**src/rtl/i2cm_pkg.sv**
```systemverilog
package i2cm_pkg;
  localparam logic [2:0] CMD_START  = 3'd1;
  localparam logic [2:0] CMD_RSTART = 3'd2;
  localparam logic [2:0] CMD_STOP   = 3'd3;
  localparam logic [2:0] CMD_RX     = 3'd4;
  localparam logic [2:0] CMD_ACK    = 3'd5;

  typedef enum logic [3:0] {
    ST_IDLE, ST_RS_A, ST_ST_A, ST_ST_B, ST_ST_C,
    ST_SP_A, ST_SP_B, ST_SP_C, ST_BIT_L, ST_BIT_H
  } seq_st_e;

  typedef enum logic [1:0] {MODE_TX, MODE_RX, MODE_ACK} xfer_mode_e;
endpackage

```
**src/rtl/i2cm_brg.sv**
```systemverilog
module i2cm_brg #(
  parameter int CNT_W = 7
) (
  input  logic             clk_i,
  input  logic             rst_ni,
  input  logic             run_i,
  input  logic             hold_i,
  input  logic [CNT_W-1:0] reload_i,
  output logic             tick_o
);
  logic [CNT_W-1:0] cnt_q;

  always_ff @(posedge clk_i or negedge rst_ni) begin
    if (!rst_ni)           cnt_q <= '0;
    else if (!run_i)       cnt_q <= reload_i;
    else if (hold_i)       cnt_q <= cnt_q;
    else if (cnt_q == '0)  cnt_q <= reload_i;
    else                   cnt_q <= cnt_q - 1'b1;
  end

  assign tick_o = run_i && !hold_i && (cnt_q == '0);
endmodule

```
**src/rtl/i2cm_busmon.sv**
```systemverilog
module i2cm_busmon #(
  parameter int SYNC_N = 2
) (
  input  logic clk_i,
  input  logic rst_ni,
  input  logic en_i,
  input  logic scl_i,
  input  logic sda_i,
  output logic scl_s_o,
  output logic sda_s_o,
  output logic start_seen_o,
  output logic stop_seen_o
);
  logic [1:0] raw, syn;
  assign raw = {scl_i, sda_i};

  for (genvar g = 0; g < 2; g++) begin : g_sync
    logic [SYNC_N-1:0] ff_q;
    always_ff @(posedge clk_i or negedge rst_ni) begin
      if (!rst_ni) ff_q <= '1;
      else         ff_q <= {ff_q[SYNC_N-2:0], raw[g]};
    end
    assign syn[g] = ff_q[SYNC_N-1];
  end

  assign scl_s_o = syn[1];
  assign sda_s_o = syn[0];

  logic sda_prev_q;
  always_ff @(posedge clk_i or negedge rst_ni) begin
    if (!rst_ni) sda_prev_q <= 1'b1;
    else         sda_prev_q <= sda_s_o;
  end

  logic start_det, stop_det;
  assign start_det = scl_s_o &&  sda_prev_q && !sda_s_o;
  assign stop_det  = scl_s_o && !sda_prev_q &&  sda_s_o;

  always_ff @(posedge clk_i or negedge rst_ni) begin
    if (!rst_ni) begin
      start_seen_o <= 1'b0;
      stop_seen_o  <= 1'b0;
    end else if (!en_i) begin
      start_seen_o <= 1'b0;
      stop_seen_o  <= 1'b0;
    end else if (start_det) begin
      start_seen_o <= 1'b1;
      stop_seen_o  <= 1'b0;
    end else if (stop_det) begin
      start_seen_o <= 1'b0;
      stop_seen_o  <= 1'b1;
    end
  end
endmodule

```
**src/rtl/i2cm_seq.sv**
```systemverilog
module i2cm_seq
  import i2cm_pkg::*;
#(
  parameter int DW = 8
) (
  input  logic          clk_i,
  input  logic          rst_ni,
  input  logic          en_i,
  input  logic          tick_i,
  input  logic          sda_s_i,
  input  logic          bus_free_i,
  input  logic          cmd_valid_i,
  input  logic [2:0]    cmd_i,
  input  logic          ack_bit_i,
  input  logic          wr_buf_i,
  input  logic [DW-1:0] wdata_i,
  output logic          scl_low_o,
  output logic          sda_low_o,
  output logic          busy_o,
  output logic          done_o,
  output logic [DW-1:0] rdata_o,
  output logic          ack_stat_o,
  output logic          wcol_set_o
);
  localparam int CNT_W = $clog2(DW + 1);

  seq_st_e        st_q;
  xfer_mode_e     mode_q;
  logic [CNT_W-1:0] bitn_q;
  logic [DW-1:0]  sr_q;
  logic           park_q, ackb_q;

  logic idle, cmd_ok, cmd_go, wr_ok, last_bit, cur_bit;
  assign idle   = (st_q == ST_IDLE);
  assign busy_o = !idle;

  always_comb begin
    unique case (cmd_i)
      CMD_START:                           cmd_ok = bus_free_i && !park_q;
      CMD_RSTART, CMD_STOP, CMD_RX, CMD_ACK: cmd_ok = park_q;
      default:                             cmd_ok = 1'b0;
    endcase
  end

  assign cmd_go     = en_i && idle && cmd_valid_i && cmd_ok;
  // same-cycle command beats a data write
  assign wr_ok      = en_i && idle && !cmd_valid_i;
  assign wcol_set_o = wr_buf_i && !wr_ok;

  assign last_bit = (mode_q == MODE_ACK) ||
                    (mode_q == MODE_RX && bitn_q == CNT_W'(DW - 1)) ||
                    (mode_q == MODE_TX && bitn_q == CNT_W'(DW));

  always_comb begin
    unique case (mode_q)
      MODE_TX:  cur_bit = (bitn_q == CNT_W'(DW)) ? 1'b1 : sr_q[DW-1];
      MODE_ACK: cur_bit = ackb_q;
      default:  cur_bit = 1'b1;
    endcase
  end

  always_comb begin
    unique case (st_q)
      ST_IDLE:  {scl_low_o, sda_low_o} = {park_q, 1'b0};
      ST_RS_A:  {scl_low_o, sda_low_o} = 2'b10;
      ST_ST_A:  {scl_low_o, sda_low_o} = 2'b00;
      ST_ST_B:  {scl_low_o, sda_low_o} = 2'b01;
      ST_ST_C:  {scl_low_o, sda_low_o} = 2'b11;
      ST_SP_A:  {scl_low_o, sda_low_o} = 2'b11;
      ST_SP_B:  {scl_low_o, sda_low_o} = 2'b01;
      ST_SP_C:  {scl_low_o, sda_low_o} = 2'b00;
      ST_BIT_L: {scl_low_o, sda_low_o} = {1'b1, !cur_bit};
      default:  {scl_low_o, sda_low_o} = {1'b0, !cur_bit};
    endcase
  end

  always_ff @(posedge clk_i or negedge rst_ni) begin
    if (!rst_ni) begin
      st_q <= ST_IDLE; mode_q <= MODE_TX; bitn_q <= '0; sr_q <= '0;
      park_q <= 1'b0; ackb_q <= 1'b1; done_o <= 1'b0;
      rdata_o <= '0; ack_stat_o <= 1'b0;
    end else if (!en_i) begin
      st_q <= ST_IDLE; park_q <= 1'b0; done_o <= 1'b0;
    end else begin
      done_o <= 1'b0;
      unique case (st_q)
        ST_IDLE: begin
          if (cmd_go) begin
            bitn_q <= '0;
            unique case (cmd_i)
              CMD_START:  st_q <= ST_ST_A;
              CMD_RSTART: st_q <= ST_RS_A;
              CMD_STOP:   st_q <= ST_SP_A;
              CMD_RX:     begin st_q <= ST_BIT_L; mode_q <= MODE_RX; end
              default:    begin st_q <= ST_BIT_L; mode_q <= MODE_ACK; ackb_q <= ack_bit_i; end
            endcase
          end else if (wr_buf_i && wr_ok) begin
            st_q <= ST_BIT_L; mode_q <= MODE_TX; bitn_q <= '0;
            sr_q <= wdata_i; ack_stat_o <= 1'b0;
          end
        end
        ST_RS_A: if (tick_i) st_q <= ST_ST_A;
        ST_ST_A: if (tick_i) st_q <= ST_ST_B;
        ST_ST_B: if (tick_i) st_q <= ST_ST_C;
        ST_ST_C: if (tick_i) begin st_q <= ST_IDLE; park_q <= 1'b1; done_o <= 1'b1; end
        ST_SP_A: if (tick_i) st_q <= ST_SP_B;
        ST_SP_B: if (tick_i) st_q <= ST_SP_C;
        ST_SP_C: if (tick_i) begin st_q <= ST_IDLE; park_q <= 1'b0; done_o <= 1'b1; end
        ST_BIT_L: if (tick_i) st_q <= ST_BIT_H;
        default: if (tick_i) begin
          if (mode_q == MODE_RX) sr_q <= {sr_q[DW-2:0], sda_s_i};
          if (mode_q == MODE_TX && bitn_q != CNT_W'(DW)) sr_q <= {sr_q[DW-2:0], 1'b0};
          if (mode_q == MODE_TX && bitn_q == CNT_W'(DW)) ack_stat_o <= sda_s_i;
          if (last_bit) begin
            st_q <= ST_IDLE; park_q <= 1'b1; done_o <= 1'b1;
            if (mode_q == MODE_RX) rdata_o <= {sr_q[DW-2:0], sda_s_i};
          end else begin
            st_q <= ST_BIT_L; bitn_q <= bitn_q + 1'b1;
          end
        end
      endcase
    end
  end
endmodule

```
**src/rtl/i2c_cmd_master.sv**
```systemverilog
module i2c_cmd_master #(
  parameter int DW    = 8,
  parameter int BRG_W = 7
) (
  input  logic             clk_i,
  input  logic             rst_ni,
  input  logic             en_i,
  input  logic [BRG_W-1:0] brg_reload_i,
  input  logic             cmd_valid_i,
  input  logic [2:0]       cmd_i,
  input  logic             ack_bit_i,
  input  logic             wr_buf_i,
  input  logic [DW-1:0]    wdata_i,
  input  logic             wcol_clr_i,
  input  logic             irq_clr_i,
  input  logic             scl_i,
  input  logic             sda_i,
  output logic             scl_oe_o,
  output logic             sda_oe_o,
  output logic             busy_o,
  output logic [DW-1:0]    rdata_o,
  output logic             ack_stat_o,
  output logic             start_seen_o,
  output logic             stop_seen_o,
  output logic             wcol_o,
  output logic             irq_o
);
  logic scl_s, sda_s, tick, done, wcol_set, scl_low, sda_low, bus_free, hold;

  assign bus_free = stop_seen_o || !start_seen_o;
  // released by us but still low on the wire: stretch
  assign hold     = !scl_low && !scl_s;
  assign scl_oe_o = scl_low;
  assign sda_oe_o = sda_low;

  i2cm_busmon #(.SYNC_N(2)) u_mon (
    .clk_i, .rst_ni, .en_i, .scl_i, .sda_i,
    .scl_s_o(scl_s), .sda_s_o(sda_s),
    .start_seen_o, .stop_seen_o
  );

  i2cm_brg #(.CNT_W(BRG_W)) u_brg (
    .clk_i, .rst_ni, .run_i(busy_o), .hold_i(hold),
    .reload_i(brg_reload_i), .tick_o(tick)
  );

  i2cm_seq #(.DW(DW)) u_seq (
    .clk_i, .rst_ni, .en_i, .tick_i(tick), .sda_s_i(sda_s),
    .bus_free_i(bus_free), .cmd_valid_i, .cmd_i, .ack_bit_i,
    .wr_buf_i, .wdata_i, .scl_low_o(scl_low), .sda_low_o(sda_low),
    .busy_o, .done_o(done), .rdata_o, .ack_stat_o, .wcol_set_o(wcol_set)
  );

  always_ff @(posedge clk_i or negedge rst_ni) begin
    if (!rst_ni) begin
      wcol_o <= 1'b0;
      irq_o  <= 1'b0;
    end else begin
      if (wcol_set)        wcol_o <= 1'b1;
      else if (wcol_clr_i) wcol_o <= 1'b0;
      if (done)            irq_o <= 1'b1;
      else if (irq_clr_i)  irq_o <= 1'b0;
    end
  end
endmodule

```
**config.mk**
```make
export PLATFORM = sky130hd
export DESIGN_NAME = i2c_cmd_master
export DESIGN_NICKNAME = d
export VERILOG_FILES = /design/src/rtl/i2cm_pkg.sv /design/src/rtl/i2cm_brg.sv /design/src/rtl/i2cm_busmon.sv /design/src/rtl/i2cm_seq.sv /design/src/rtl/i2c_cmd_master.sv
export SDC_FILE = /design/constraint.sdc
export NUM_CORES = 1
export LEC_CHECK = 0
export ABC_AREA = 1
export BUFFER_PORTS_ARGS = -buffer_cell sky130_fd_sc_hd__buf_2
export CAP_MARGIN = 40
export CORE_MARGIN = 1.5
export CORE_UTILIZATION = 59
export CTS_BUF_LIST = sky130_fd_sc_hd__clkbuf_8
export DETAILED_ROUTE_END_ITERATION = 16
export PLACE_DENSITY = 0.83
export SETUP_SLACK_MARGIN = 0.2
export SLEW_MARGIN = 25
export SYNTH_ARGS = -nofsm -noshare
export SYNTH_HDL_FRONTEND = slang
export SYNTH_SLANG_ARGS = --single-unit
```
**constraint.sdc**
```tcl
create_clock -name clk_i -period 1.8 [get_ports clk_i]
set_clock_uncertainty 0.1 [all_clocks]
set_input_delay 0 -clock clk_i [delete_from_list [all_inputs] [get_ports clk_i]]
set_output_delay 0 -clock clk_i [all_outputs]
set_load 0.05 [all_outputs]
```
==> metrics <==
Synth-to-Final Area Change 46.0%; FF+latch count, synth 46; total grt overflow 0; H-tree depth 2; vias in the first global route 3070; non-filler cells in the finished layout approximately 530; share of layout cells above drive strength 1 0.402; largest net degree at the start of global routing 26; mapped cell area ~2800 um2; hpwl dp approximately 4700 um; Filler Cell Count 161; Post-synth ARST share 1.00; first-pass GRT wire length around 15000 um; # DRC 0; # placed instances 476; final layout net count 514; Worst Setup End Kind register; Slew @ Worst Pin 0.574 ns; min cycle time layout 1.96 ns; CTS tree done; DIE AREA approximately 5200 um2; DRT iter0 DRCs just over 600; Setup CP Type reg -> reg; required time worst endpoint approximately 1.9 ns; Leakage about 2.1 nW; TritonCTS buffer count 5; chip width slightly above 70 um; worst stage delay on the critical path approximately 0.45 ns; Syn Area/Cell roughly 7.6 um2; Via Count about 3500; Most used DFF post-synth dfrtp_1; DR pass1 iterations 9; Via density around 6.5; critical path arrival between 2 and 2.5 ns; Cell variety after synth 38; crit path max fanout 8; I/O Buffers 43; Cell Rows 24; clock slew at reported path FFs 0.10 ns; Seq/Total Area, Yosys 0.415; CP Launch Type register; failing checks negative setup slack; core area 4440 um2; unrepaired setup endpoints after global routing yes; RePlAce Congestion 0.980; deepest clock path buffer count 2; final WL between 10000 and 15000 um; register area 1170 um2; syn_nets ~400; worst skew pair latency about 0.33 ns; HP Class in -> reg; Max-Cap Viols 0; Pins Over Slew Limit 0; Worst Slack Setup Final -0.157 ns; final setup violation count 30; # diodes 0; period utilization 1.09; Multi-input gate area roughly 1700 um2; initial antenna violation count 0; Fmax about 500 MHz; pwr/cell area 1220 nW/um2; Initial Util 0.629; Slew headroom 0.618; cell repeated most along the worst path nand3_2; final core utilization 0.918; height of the die ~72 um; Ys Warns 0; CP max stage cell dfrtp_1; Tot Pwr between 0.004 and 0.005 W; Post-synth EDFFs 0; DRT antenna net count 0; Final Hold Viols 0; Sink Count 46; status finished with violations; wire per inst 21.8 um; Overall Global Routing Usage 0.373; Post-Synthesis Cells 369; # IOs 44; crit-path cells nor2_1 > nand4_1 > nand3_2 > nand3_2 > nor2_4 > nand2_8 > nand2_2 > nand2_1; Root Driver clkbuf_8; VDD IR max 0.930 mV
[cell type report]
class	count	area share
inverters	44	0.0448
multi-input cells	272	0.420
flip-flops and latches	46	0.286
well taps	52	0.0159
repair inverters	1	0.000920
clock buffers	5	0.0169
repair buffers	111	0.210
clock inverters	3	0.00521
[power breakdown]
part           internal (W)  switching, W
combinational       0.00102       0.00171
clock              0.000274      0.000432
sequential          0.00128      0.000261
total               0.00257       0.00240
[state kept, by name (all words and copies together) (netlist names)]
register	count
u_brg.cnt_q	7
u_seq.done_o	1
u_seq.sr_q	8
u_seq.st_q	4
irq_o	1
u_mon.start_seen_o	1
u_seq.ackb_q	1
u_seq.rdata_o	8
wcol_o	1
u_seq.mode_q	2
u_mon.stop_seen_o	1
u_mon.sda_prev_q	1
u_seq.ack_stat_o	1
u_mon.g_sync.ff_q	4
u_seq.bitn_q	4
u_seq.park_q	1
[cell usage in the layout (no fill, tap or decap), drive strengths merged, types with 4 or more instances in the layout]
master       instances
inv                 44
xor2                 4
ha                   5
clkbuf               5
dfstp                6
o211ai               5
nand3               38
nor2                36
a31oi                5
dfrtp               40
buf                 86
dlygate4sd3         25
nand4                6
o21bai               6
nand2              141
o21ai               13
[kinds of logic (layout without fill, tap and decap cells)]
| logic type | Yosys count | count (layout) | share of synthesized area |
|---|---|---|---|
| compound gates | 36 | 36 | 0.0806 |
| fa+ha+maj | 5 | 5 | 0.0224 |
| xor+xnor | 5 | 5 | 0.0157 |
| simple gates | 225 | 226 | 0.386 |
| flops | 46 | 46 | 0.415 |
| buf+inv | 52 | 164 | 0.0802 |
[final timing paths]
path	startpoint	endpoint	slack, ns	cells after the start
worst max-delay path	u_seq.mode_q[1]	u_seq.rdata_o[0]	-0.16	8
worst min-delay path	en_i	wcol_o	0.02	4
worst max register to register	u_seq.mode_q[1]	u_seq.rdata_o[0]	-0.16	8
worst min register to register	u_mon.g_sync[1].ff_q[0]	u_mon.g_sync[1].ff_q[1]	0.27	0
max in group asynchronous	rst_ni	u_seq.ackb_q	0.90	3
min in group asynchronous	rst_ni	irq_o	0.10	2
[metrics by stage]
step           setup TNS (ns)  worst slack [ns]  area, um2  hold WS (ns)
3_5_place_dp           -0.252           -0.0462       3190       -0.0904
3_3_place_gp          -0.0288          -0.00800       3190       -0.0946
4_1_cts                     0            0.0891       3900       0.00955
6_report                -2.69            -0.157       4080        0.0217
2_1_floorplan               0             0.164       2810        -0.396
5_1_grt                 -4.05            -0.179       4080        0.0575
[synth_stat cells (6+ instances only)]
cell type | number | area (um2)
nor2_1 | 27 | 101
nand2_2 | 6 | 37.5
o21bai_1 | 6 | 45.0
nand3_1 | 35 | 175
dfstp_2 | 6 | 158
dfrtp_1 | 40 | 1000
nand2_1 | 132 | 495
o21ai_0 | 9 | 45.0
nor2_4 | 7 | 78.8
inv_1 | 38 | 143
[worst max-delay path: cells and delay by family, from the launching register on]
family	cells	cell delay [ns]
flops	1	0.45
simple gates	8	1.29
[metal layers]
layer  global-route usage  up-vias  share of wire
li1                     -     1403              -
met1                0.433     1583           0.33
met2                0.636      360           0.47
met3               0.0858      127           0.11
met4                0.210        0          0.090
met5                    0        -              0
[repair_timing]
item | in CTS | in global routing
endpoints found under the hold margin | 67 | 0
gates resized for setup | 65 | 36
gates cloned | 2 | 0
endpoints found under the setup margin | 40 | 40
pin swaps | 23 | 25
hold buffers | 25 | 0
buffers inserted | 16 | 7
(Power assumes the default switching activity.)
